**config.mk**
```make
export PLATFORM = sky130hd
export DESIGN_NAME = uart_frame_tx
export DESIGN_NICKNAME = d
export VERILOG_FILES = /design/src/rtl/uart_tx_pkg.sv /design/src/rtl/uart_tx_fmt.sv /design/src/rtl/uart_tx_bitclk.sv /design/src/rtl/uart_frame_tx.sv
export SDC_FILE = /design/constraint.sdc
export NUM_CORES = 1
export LEC_CHECK = 0
export ABC_AREA = 1
export BUFFER_PORTS_ARGS = -buffer_cell sky130_fd_sc_hd__buf_2
export CORE_AREA = 2 2 64 66
export DETAILED_ROUTE_END_ITERATION = 8
export DIE_AREA = 0 0 66 68
export PLACE_DENSITY_LB_ADDON = 0.25
export SYNTH_ARGS = -nofsm -noshare
export SYNTH_HDL_FRONTEND = slang
export SYNTH_SLANG_ARGS = --single-unit
```
**constraint.sdc**
```tcl
create_clock -name clk -period 2.2 [get_ports clk]
set_input_delay 0.66 -clock clk [delete_from_list [all_inputs] [get_ports clk]]
set_output_delay 0.66 -clock clk [all_outputs]
set_load 0.02 [all_outputs]
```
**src/rtl/uart_tx_pkg.sv**
```systemverilog
package uart_tx_pkg;

    typedef enum logic [2:0] {
        ST_IDLE,
        ST_START,
        ST_DATA,
        ST_PARITY,
        ST_STOP
    } tx_state_e;

    localparam logic [1:0] STOP_CODE_TWO = 2'b10;

endpackage

```
**src/rtl/uart_tx_fmt.sv**
```systemverilog
// Frame format decode: number of payload bits, parity value, stop count.
module uart_tx_fmt #(
    parameter int DATA_W = 9,
    localparam int CNT_W = $clog2(DATA_W + 1)
) (
    input  logic [DATA_W-1:0] data,
    input  logic [1:0]        word_len,
    input  logic              par_en,
    input  logic              par_odd,
    input  logic [1:0]        stop_sel,
    output logic [CNT_W-1:0]  payload_bits,
    output logic              par_bit,
    output logic              two_stop
);
    import uart_tx_pkg::*;

    logic [CNT_W-1:0] frame_bits;
    logic             acc;

    always_comb begin
        unique case (word_len)
            2'b01:   frame_bits = CNT_W'(9);
            2'b10:   frame_bits = CNT_W'(7);
            default: frame_bits = CNT_W'(8);
        endcase
        payload_bits = frame_bits - CNT_W'(par_en);
        acc = 1'b0;
        for (int i = 0; i < DATA_W; i++) begin
            if (i < int'(payload_bits)) acc = acc ^ data[i];
        end
        par_bit = acc ^ par_odd;
    end

    assign two_stop = (stop_sel == STOP_CODE_TWO);

endmodule

```
**src/rtl/uart_tx_bitclk.sv**
```systemverilog
// Counts baud ticks within one bit; flags the tick that closes the bit.
module uart_tx_bitclk #(
    parameter int TICKS_PER_BIT = 16,
    localparam int TW = (TICKS_PER_BIT > 1) ? $clog2(TICKS_PER_BIT) : 1
) (
    input  logic clk,
    input  logic rst_n,
    input  logic clear,
    input  logic baud_tick,
    output logic bit_end
);
    logic [TW-1:0] tick_cnt_q;

    always_ff @(posedge clk or negedge rst_n) begin
        if (!rst_n) begin
            tick_cnt_q <= '0;
        end else if (clear) begin
            tick_cnt_q <= '0;
        end else if (baud_tick) begin
            if (tick_cnt_q == TW'(TICKS_PER_BIT - 1)) tick_cnt_q <= '0;
            else                                      tick_cnt_q <= tick_cnt_q + TW'(1);
        end
    end

    assign bit_end = baud_tick && !clear && (tick_cnt_q == TW'(TICKS_PER_BIT - 1));

endmodule

```
**src/rtl/uart_frame_tx.sv**
```systemverilog
module uart_frame_tx #(
    parameter int DATA_W        = 9,
    parameter int TICKS_PER_BIT = 16
) (
    input  logic              clk,
    input  logic              rst_n,
    input  logic              wr_stb,
    input  logic [DATA_W-1:0] wr_data,
    input  logic              tx_en,
    input  logic [1:0]        word_len,
    input  logic              par_en,
    input  logic              par_odd,
    input  logic [1:0]        stop_sel,
    input  logic              baud_tick,
    output logic              tx_out,
    output logic              hold_empty,
    output logic              tx_done
);
    import uart_tx_pkg::*;

    localparam int CNT_W = $clog2(DATA_W + 1);

    tx_state_e         state_q, state_d;
    logic [DATA_W-1:0] hold_q, shift_q;
    logic [CNT_W-1:0]  bits_left_q;
    logic              par_en_q, par_bit_q, two_stop_q, stop_idx_q;
    logic              hold_empty_q, tx_done_q, refill_q;

    logic [CNT_W-1:0]  payload_bits;
    logic              par_bit, two_stop;
    logic              bit_end, go, frame_end, busy;

    uart_tx_fmt #(.DATA_W(DATA_W)) u_fmt (
        .data         (hold_q),
        .word_len     (word_len),
        .par_en       (par_en),
        .par_odd      (par_odd),
        .stop_sel     (stop_sel),
        .payload_bits (payload_bits),
        .par_bit      (par_bit),
        .two_stop     (two_stop)
    );

    uart_tx_bitclk #(.TICKS_PER_BIT(TICKS_PER_BIT)) u_bitclk (
        .clk       (clk),
        .rst_n     (rst_n),
        .clear     (state_q == ST_IDLE),
        .baud_tick (baud_tick),
        .bit_end   (bit_end)
    );

    assign busy      = (state_q != ST_IDLE);
    assign go        = (state_q == ST_IDLE) && tx_en && !hold_empty_q;
    assign frame_end = (state_q == ST_STOP) && bit_end && (stop_idx_q || !two_stop_q);

    // next-state logic
    always_comb begin
        state_d = state_q;
        unique case (state_q)
            ST_IDLE:   if (go) state_d = ST_START;
            ST_START:  if (bit_end) state_d = ST_DATA;
            ST_DATA:   if (bit_end && bits_left_q == '0)
                           state_d = par_en_q ? ST_PARITY : ST_STOP;
            ST_PARITY: if (bit_end) state_d = ST_STOP;
            ST_STOP:   if (frame_end) state_d = ST_IDLE;
            default:   state_d = ST_IDLE;
        endcase
    end

    // state register and datapath
    always_ff @(posedge clk or negedge rst_n) begin
        if (!rst_n) begin
            state_q      <= ST_IDLE;
            hold_q       <= '0;
            shift_q      <= '0;
            bits_left_q  <= '0;
            par_en_q     <= 1'b0;
            par_bit_q    <= 1'b0;
            two_stop_q   <= 1'b0;
            stop_idx_q   <= 1'b0;
            hold_empty_q <= 1'b1;
            tx_done_q    <= 1'b1;
            refill_q     <= 1'b0;
        end else begin
            state_q <= state_d;

            if (go) begin
                shift_q     <= hold_q;
                bits_left_q <= payload_bits - CNT_W'(1);
                par_en_q    <= par_en;
                par_bit_q   <= par_bit;
                two_stop_q  <= two_stop;
                stop_idx_q  <= 1'b0;
            end else if (state_q == ST_DATA && bit_end) begin
                shift_q <= shift_q >> 1;
                if (bits_left_q != '0) bits_left_q <= bits_left_q - CNT_W'(1);
            end else if (state_q == ST_STOP && bit_end) begin
                stop_idx_q <= 1'b1;
            end

            if (wr_stb) hold_q <= wr_data;

            if (wr_stb && (busy || go)) refill_q <= 1'b1;
            else if (go)                refill_q <= 1'b0;

            if (wr_stb)                      hold_empty_q <= 1'b0;
            else if (frame_end && !refill_q) hold_empty_q <= 1'b1;

            if (go)             tx_done_q <= 1'b0;
            else if (frame_end) tx_done_q <= 1'b1;
        end
    end

    // outputs
    always_comb begin
        unique case (state_q)
            ST_START:  tx_out = 1'b0;
            ST_DATA:   tx_out = shift_q[0];
            ST_PARITY: tx_out = par_bit_q;
            default:   tx_out = 1'b1;
        endcase
    end

    assign hold_empty = hold_empty_q;
    assign tx_done    = tx_done_q;

endmodule

```
==> results of run 1 <==
[final timing paths]
check                                        from                     end  slack, ns  cells past startpoint
min in group clk                          tx_done                 tx_done       0.48                      2
min                                         rst_n  u_bitclk.tick_cnt_q[3]       0.40                      2
max in group asynchronous                   rst_n                 tx_done       1.45                      2
max reg2reg                u_bitclk.tick_cnt_q[0]              state_q[0]       0.49                      8
max                                   word_len[0]               par_bit_q      0.003                     15
min reg2reg                               tx_done                 tx_done       0.48                      2
[cells in the mapped netlist, drive strengths merged, types with 2 or more instances]
cell type   n  area (sq um)
nor2       15          75.1
or2         3          21.3
nand2      74           317
fa          2          40.0
xor2        3          26.3
buf         3          15.0
ha          7          87.6
a21oi       6          30.0
dfstp       2          52.6
nor3        2          10.0
inv        38           143
o21ai      19           110
mux2        3          33.8
dfrtp      34           851
o221ai      9          85.1
nand3      22           128
clkbuf      2          7.51
a31oi       2          12.5
[routing by layer]
| layer | vias up | global-route usage | part of all wire |
|---|---|---|---|
| li1 | 896 | - | - |
| met1 | 829 | 0.243 | 0.45 |
| met2 | 32 | 0.343 | 0.50 |
| met3 | 6 | 0.0559 | 0.034 |
| met4 | 0 | 0.0689 | 0.014 |
| met5 | - | 0 | 0 |
[cell type report]
class / count / area, sq um
clock buffer: 6 / 72.6
clock inverter: 2 / 35.0
inverter: 38 / 148
multi-input combinational: 173 / 1130
timing repair buffer: 35 / 214
tap: 50 / 62.6
fill: 333 / 1290
sequential: 36 / 903
[power breakdown]
part | internal [W] | total, W | switching (W)
combinational | 0.000457 | 0.00119 | 0.000729
clock | 0.000336 | 0.000571 | 0.000235
sequential | 0.000878 | 0.00101 | 0.000131
[flip-flops by register name, indices dropped and copies added (netlist names)]
register / cells
hold_q: 9
shift_q: 9
bits_left_q: 4
u_bitclk.tick_cnt_q: 4
state_q: 3
hold_empty: 1
par_bit_q: 1
par_en_q: 1
refill_q: 1
stop_idx_q: 1
two_stop_q: 1
tx_done: 1
[cells by family (layout without fill, tap and decap cells)]
logic type	count (synthesis)	after routing
buffers and inverters	43	81
multiplexers	3	3
XOR/XNOR	3	3
flip-flops	36	36
AO/OA/AOI/OAI	40	40
AND/OR/NAND/NOR	118	118
adder cells (fa/ha/maj)	9	9
[repair_timing]
item	CTS	global route
buffers inserted	0	1
gates resized for setup	0	24
endpoints found under the setup margin	0	1
[cell usage in the layout, fill, tap and decap left out, types with 3 or more instances in the layout]
master    netlist  final
a21oi_1         6      5
buf_4           0     13
dfrtp_1        34     34
xor2_1          3      3
nand3_1        20     13
nand2_2         3      8
nand2_1        68     61
o21ai_1         3      3
inv_1          36     31
o221ai_1        8      8
inv_2           2      5
o21ai_2         4      4
mux2_2          3      3
o21ai_0        12     12
clkbuf_8        0      5
nor2_1         13     12
nand2_4         2      4
nand3_2         1      7
buf_2           3     21
ha_1            7      5
[worst max-delay path: stages]
cell     delay, ns
buf_6         0.07
inv_4         0.03
fa_2          0.63
inv_2         0.07
ha_4          0.16
inv_4         0.07
nand2_1       0.06
nand2_1       0.08
nand3_2       0.09
nand3_2       0.11
nand3_2       0.09
nand2_1       0.08
nand2_1       0.05
nand3_1       0.06
nand2_1       0.06
[per-stage QoR]
step | cell area (sq um) | setup TNS (ns) | power (W) | worst slack (ns)
3_5_place_dp | 2360 | -0.463 | 0.00217 | -0.281
3_3_place_gp | 2360 | -0.438 | 0.00213 | -0.249
2_1_floorplan | 2120 | -0.0153 | 0.00189 | -0.0153
4_1_cts | 2470 | 0 | 0.00274 | 0.0135
6_report | 2560 | 0 | 0.00277 | 0.00303
5_1_grt | 2560 | -0.0709 | 0.00299 | -0.0709
==> flow_summary_export.csv, run 1 <==
group,metric,value,unit
run_status,status,"completed",
route,wl,4.22,mm
global_route,grt_pass1_vias,1590,
pwr,power_density,1080,nW/um^2
route,viasPerCell,5.19,
pwr,leakage,1.28,nW
route,ant_nets,0,
worst_setup_path,crit_fanout,4,
sta,whs,0.398,ns
synthesis,synth_top_family_by_area,"simple AND/OR/NAND/NOR gates",
synthesis,ys_warn_count,0,
synthesis,synth_compound_area_frac,0.128,
clocking,cts_hold_buf,0,
min_path,hold_path_class,"in2async",
worst_setup_path,cp.required,2.38,ns
global_route,track_usage,0.200,
global_route,grt_max_degree,37,
sta,maxSlewViolCount,0,
route,dr.pass1.iters,4,
synthesis,synth_xor_area_frac,0.0126,
synthesis,synth_flop_cell,"dfrtp_1",
floorplan,die_area,4490,sq um
synthesis,muxShareOfSynthArea,0.0162,
synthesis,synth_nets,281,
synthesis,synth-simple-area-share,0.270,
finish,stdcell_count,340,
sta,finClkSkew,0.00755,ns
floorplan,die_w,66,microns
sta,max_freq,455,MHz
worst_setup_path,cp-start-kind,"input pin",
sta,min_period,2.20,ns
route,via_count,1763,
placed_design,gp_congestion,0.855,
synthesis,synth_fa_ha_area_frac,0.0611,
finish,fin_util,0.664,
clocking,h-tree-depth,2,
sta,finalCritPeriodShare,0.999,
finish,nets,318,
clocking,clk_latency,0.29,ns
synthesis,syn_area,2090,sq um
run,cap_violations,0,
route,drt-initial-drc-count,102,
sta,hold_viol,0,
floorplan,coreArea,3860,sq um
clocking,cts_buffer_depth,2,
synthesis,synth_area_per_cell,8.29,sq um
synthesis,synthCells,252,
sta,maxSlewHeadroom,0.696,
finish,syn_to_final_growth,22.6,%
synthesis,async_reset_ff_frac,1.00,
placed_design,place_hpwl,3.04,mm
route,wl_per_cell,12.4,microns
worst_setup_path,arrival,2.37,ns
sta,setup-violations-final,0,
placed_design,dp.cells,331,
synthesis,synth-edff-count,0,
clocking,cts_root_buf,"clkbuf_8",
worst_setup_path,critPathKind,"in2reg",
sta,rsz0062_at_grt,"true",
global_route,antenna_found_initial,0,
global_route,gr-total-overflow,0,
clocking,cts_tree,"built",
sta,worstMarginPinSlew,0.455,ns
global_route,grt_pass1_wl,6.79,mm
clocking,cts_made_buffers,5,
finish,final_layout_size_suffix_gt1_frac,0.317,
clocking,clk_pin_slew,0.07,ns
clocking,clock_sinks,36,
floorplan,start_util,0.542,
synthesis,ys_types,36,
route,drc,0,
floorplan,num_io_pins,23,
placed_design,io_buffers,22,
floorplan,die_h,68,microns
synthesis,ys_ff_latch,36,
worst_setup_path,crit_path_end_kind,"flip-flop",
finish,antenna_cells,0,
floorplan,num_rows,23,
pwr,ir_drop,0.000548,V
synthesis,synth-seq-area-share,0.433,
Note: power is estimated with default switching activity, not from simulation.
==> inputs of run 2 (changes only) <==
Settings changed: REMOVE_ABC_BUFFERS from default to 1.
==> flow_summary_export.csv, run 2 (same netlist as run 1, synthesis figures left out) <==
group,metric,value,unit
run,cap_violations,0,
sta,worstMarginPinSlew,0.414,ns
pwr,power_density,1060,nW/um^2
floorplan,die_w,66,microns
clocking,cts_made_buffers,5,
sta,max_freq,468,MHz
route,dr.pass1.iters,4,
floorplan,die_h,68,microns
route,drc,0,
pwr,power,0.00267,W
clocking,clock_sinks,36,
floorplan,start_util,0.542,
sta,hold_viol,0,
finish,reg_top3,"hold_q: 9 flops, shift_q: 9 flops",
sta,finClkSkew,0.00440,ns
global_route,antenna_found_initial,0,
global_route,grt_pass1_vias,1587,
worst_setup_path,critical_path_buf_inv_count,1,
global_route,gr-total-overflow,0,
floorplan,coreArea,3860,sq um
finish,regArea,903,sq um
sta,rsz0062_at_grt,"true",
floorplan,die_area,4490,sq um
placed_design,dp.cells,329,
placed_design,pre_cts_ws,-0.328,ns
pwr,leakage,1.27,nW
worst_setup_path,crit_family,"simple AND/OR/NAND/NOR gates",
worst_setup_path,crit_fanout,4,
clocking,clk_latency,0.29,ns
pwr,ir_drop,0.000511,V
route,ant_nets,0,
worst_setup_path,crit_path_end_kind,"flip-flop",
route,wl_per_cell,12.1,microns
finish,stdcell_count,338,
worst_setup_path,rrSetupSlack,0.52,ns
min_path,hold_path_class,"in2async",
sta,min_period,2.14,ns
floorplan,num_rows,23,
finish,most-common-layout-cells,"60 x nand2_1, 34 x inv_1, 34 x dfrtp_1",
finish,multi_input_area,1120,sq um
clocking,cts_tree,"built",
clocking,cts_hold_buf,0,
worst_setup_path,crit_path_frequent_cell,"nand2_1",
clocking,cts_buffer_depth,2,
placed_design,gp_congestion,0.894,
worst_setup_path,critPathKind,"in2reg",
finish,nets,316,
worst_setup_path,cp.depth,14,
worst_setup_path,critical_path.startpoint,"word_len[1]",
global_route,grt_max_degree,21,
finish,final_layout_size_suffix_gt1_frac,0.306,
route,via_count,1683,
clocking,clk_pin_slew,0.08,ns
route,wl,4.09,mm
worst_setup_path,arrival,2.32,ns
worst_setup_path,crit_slowest_cell,"fa_2",
finish,antenna_cells,0,
sta,whs,0.287,ns
sta,maxSlewHeadroom,0.724,
worst_setup_path,cp-start-kind,"input pin",
placed_design,place_hpwl,3.05,mm
global_route,track_usage,0.205,
worst_setup_path,worstPathCellList,"buf_6 -> fa_2 -> ha_4 -> nand2_4 -> nand2_4 -> nand2_2 -> nand3_2 -> nand2_1 -> nor2_2 -> nand3_2 -> nand2_2 -> nand2_1 -> nand3_1 -> nand2_1",
clocking,cts_root_buf,"clkbuf_8",
worst_setup_path,cp.required,2.39,ns
worst_setup_path,max_stage_delay,0.62,ns
worst_setup_path,r2r_start,"u_bitclk.tick_cnt_q[0]",
sta,layout_setup_ws,0.0637,ns
global_route,grt_pass1_wl,6.93,mm
clocking,h-tree-depth,2,
route,drt-initial-drc-count,154,
worst_setup_path,worst_r2r_path_depth,8,
sta,finalCritPeriodShare,0.971,
finish,nFillCells,330,
sta,maxSlewViolCount,0,
placed_design,io_buffers,22,
run_status,status,"completed",
worst_setup_path,r2r_end,"bits_left_q[1]",
sta,setup-violations-final,0,
worst_setup_path,worstSetupEndpoint,"par_bit_q",
route,viasPerCell,4.98,
finish,final_common_cell,"nand2_1",
floorplan,num_io_pins,23,
finish,syn_to_final_growth,20.9,%
run 2: layout make-up:
class                           count  area share
Multi-Input combinational cell    173       0.443
Sequential cell                    36       0.358
Clock buffer                        5      0.0273
Clock inverter                      3     0.00743
Inverter                           38      0.0565
Timing Repair Buffer               33      0.0837
Tap cell                           50      0.0248
run 2: how the worst min path moves through the flow:
stage / from / to / cells after the start
final: rst_n / u_bitclk.tick_cnt_q[3] / 1
after detailed placement: tx_done / tx_done / 2
after global routing: rst_n / shift_q[6] / 1
after CTS: rst_n / u_bitclk.tick_cnt_q[3] / 1
after global placement: tx_done / tx_done / 2
after floorplan: rst_n / bits_left_q[0] / 0
run 2: what timing repair did:
| action | in CTS | in global routing |
|---|---|---|
| resized for setup | 1 | 27 |
| buffers inserted | 0 | 1 |
| pin swaps | 1 | 10 |
| setup endpoints to repair | 1 | 1 |
run 2: power by group:
| part | switching (W) | internal, W |
|---|---|---|
| logic | 0.000732 | 0.000458 |
| clock network | 0.000251 | 0.000221 |
| registers | 0.000130 | 0.000877 |
| total | 0.00111 | 0.00156 |
run 2: worst reg2reg max path, stage by stage, from the launching register on:
cell and delay [ns]:
dfrtp_1 0.39, ha_1 0.22, nand3_1 0.18, nor2_8 0.18
nand3_4 0.14, or2_4 0.30, nand2_8 0.09, o21ai_2 0.07
o21ai_2 0.05
run 2: layer usage:
metal | up-vias | global-route usage | share of wire
li1 | 884 | - | -
met1 | 770 | 0.261 | 0.48
met2 | 23 | 0.347 | 0.48
met3 | 6 | 0.0444 | 0.031
met4 | 0 | 0.0765 | 0.010
met5 | - | 0 | 0
run 2: stage by stage:
| stage | instance area (sq um) | setup TNS, ns | util |
|---|---|---|---|
| final | 2520 | 0 | 0.655 |
| after CTS | 2420 | 0 | 0.627 |
| after detailed placement | 2330 | -0.453 | 0.603 |
| after global placement | 2330 | -0.358 | 0.603 |
| after floorplan | 2070 | -0.153 | - |
| after global routing | 2520 | -0.0444 | 0.655 |
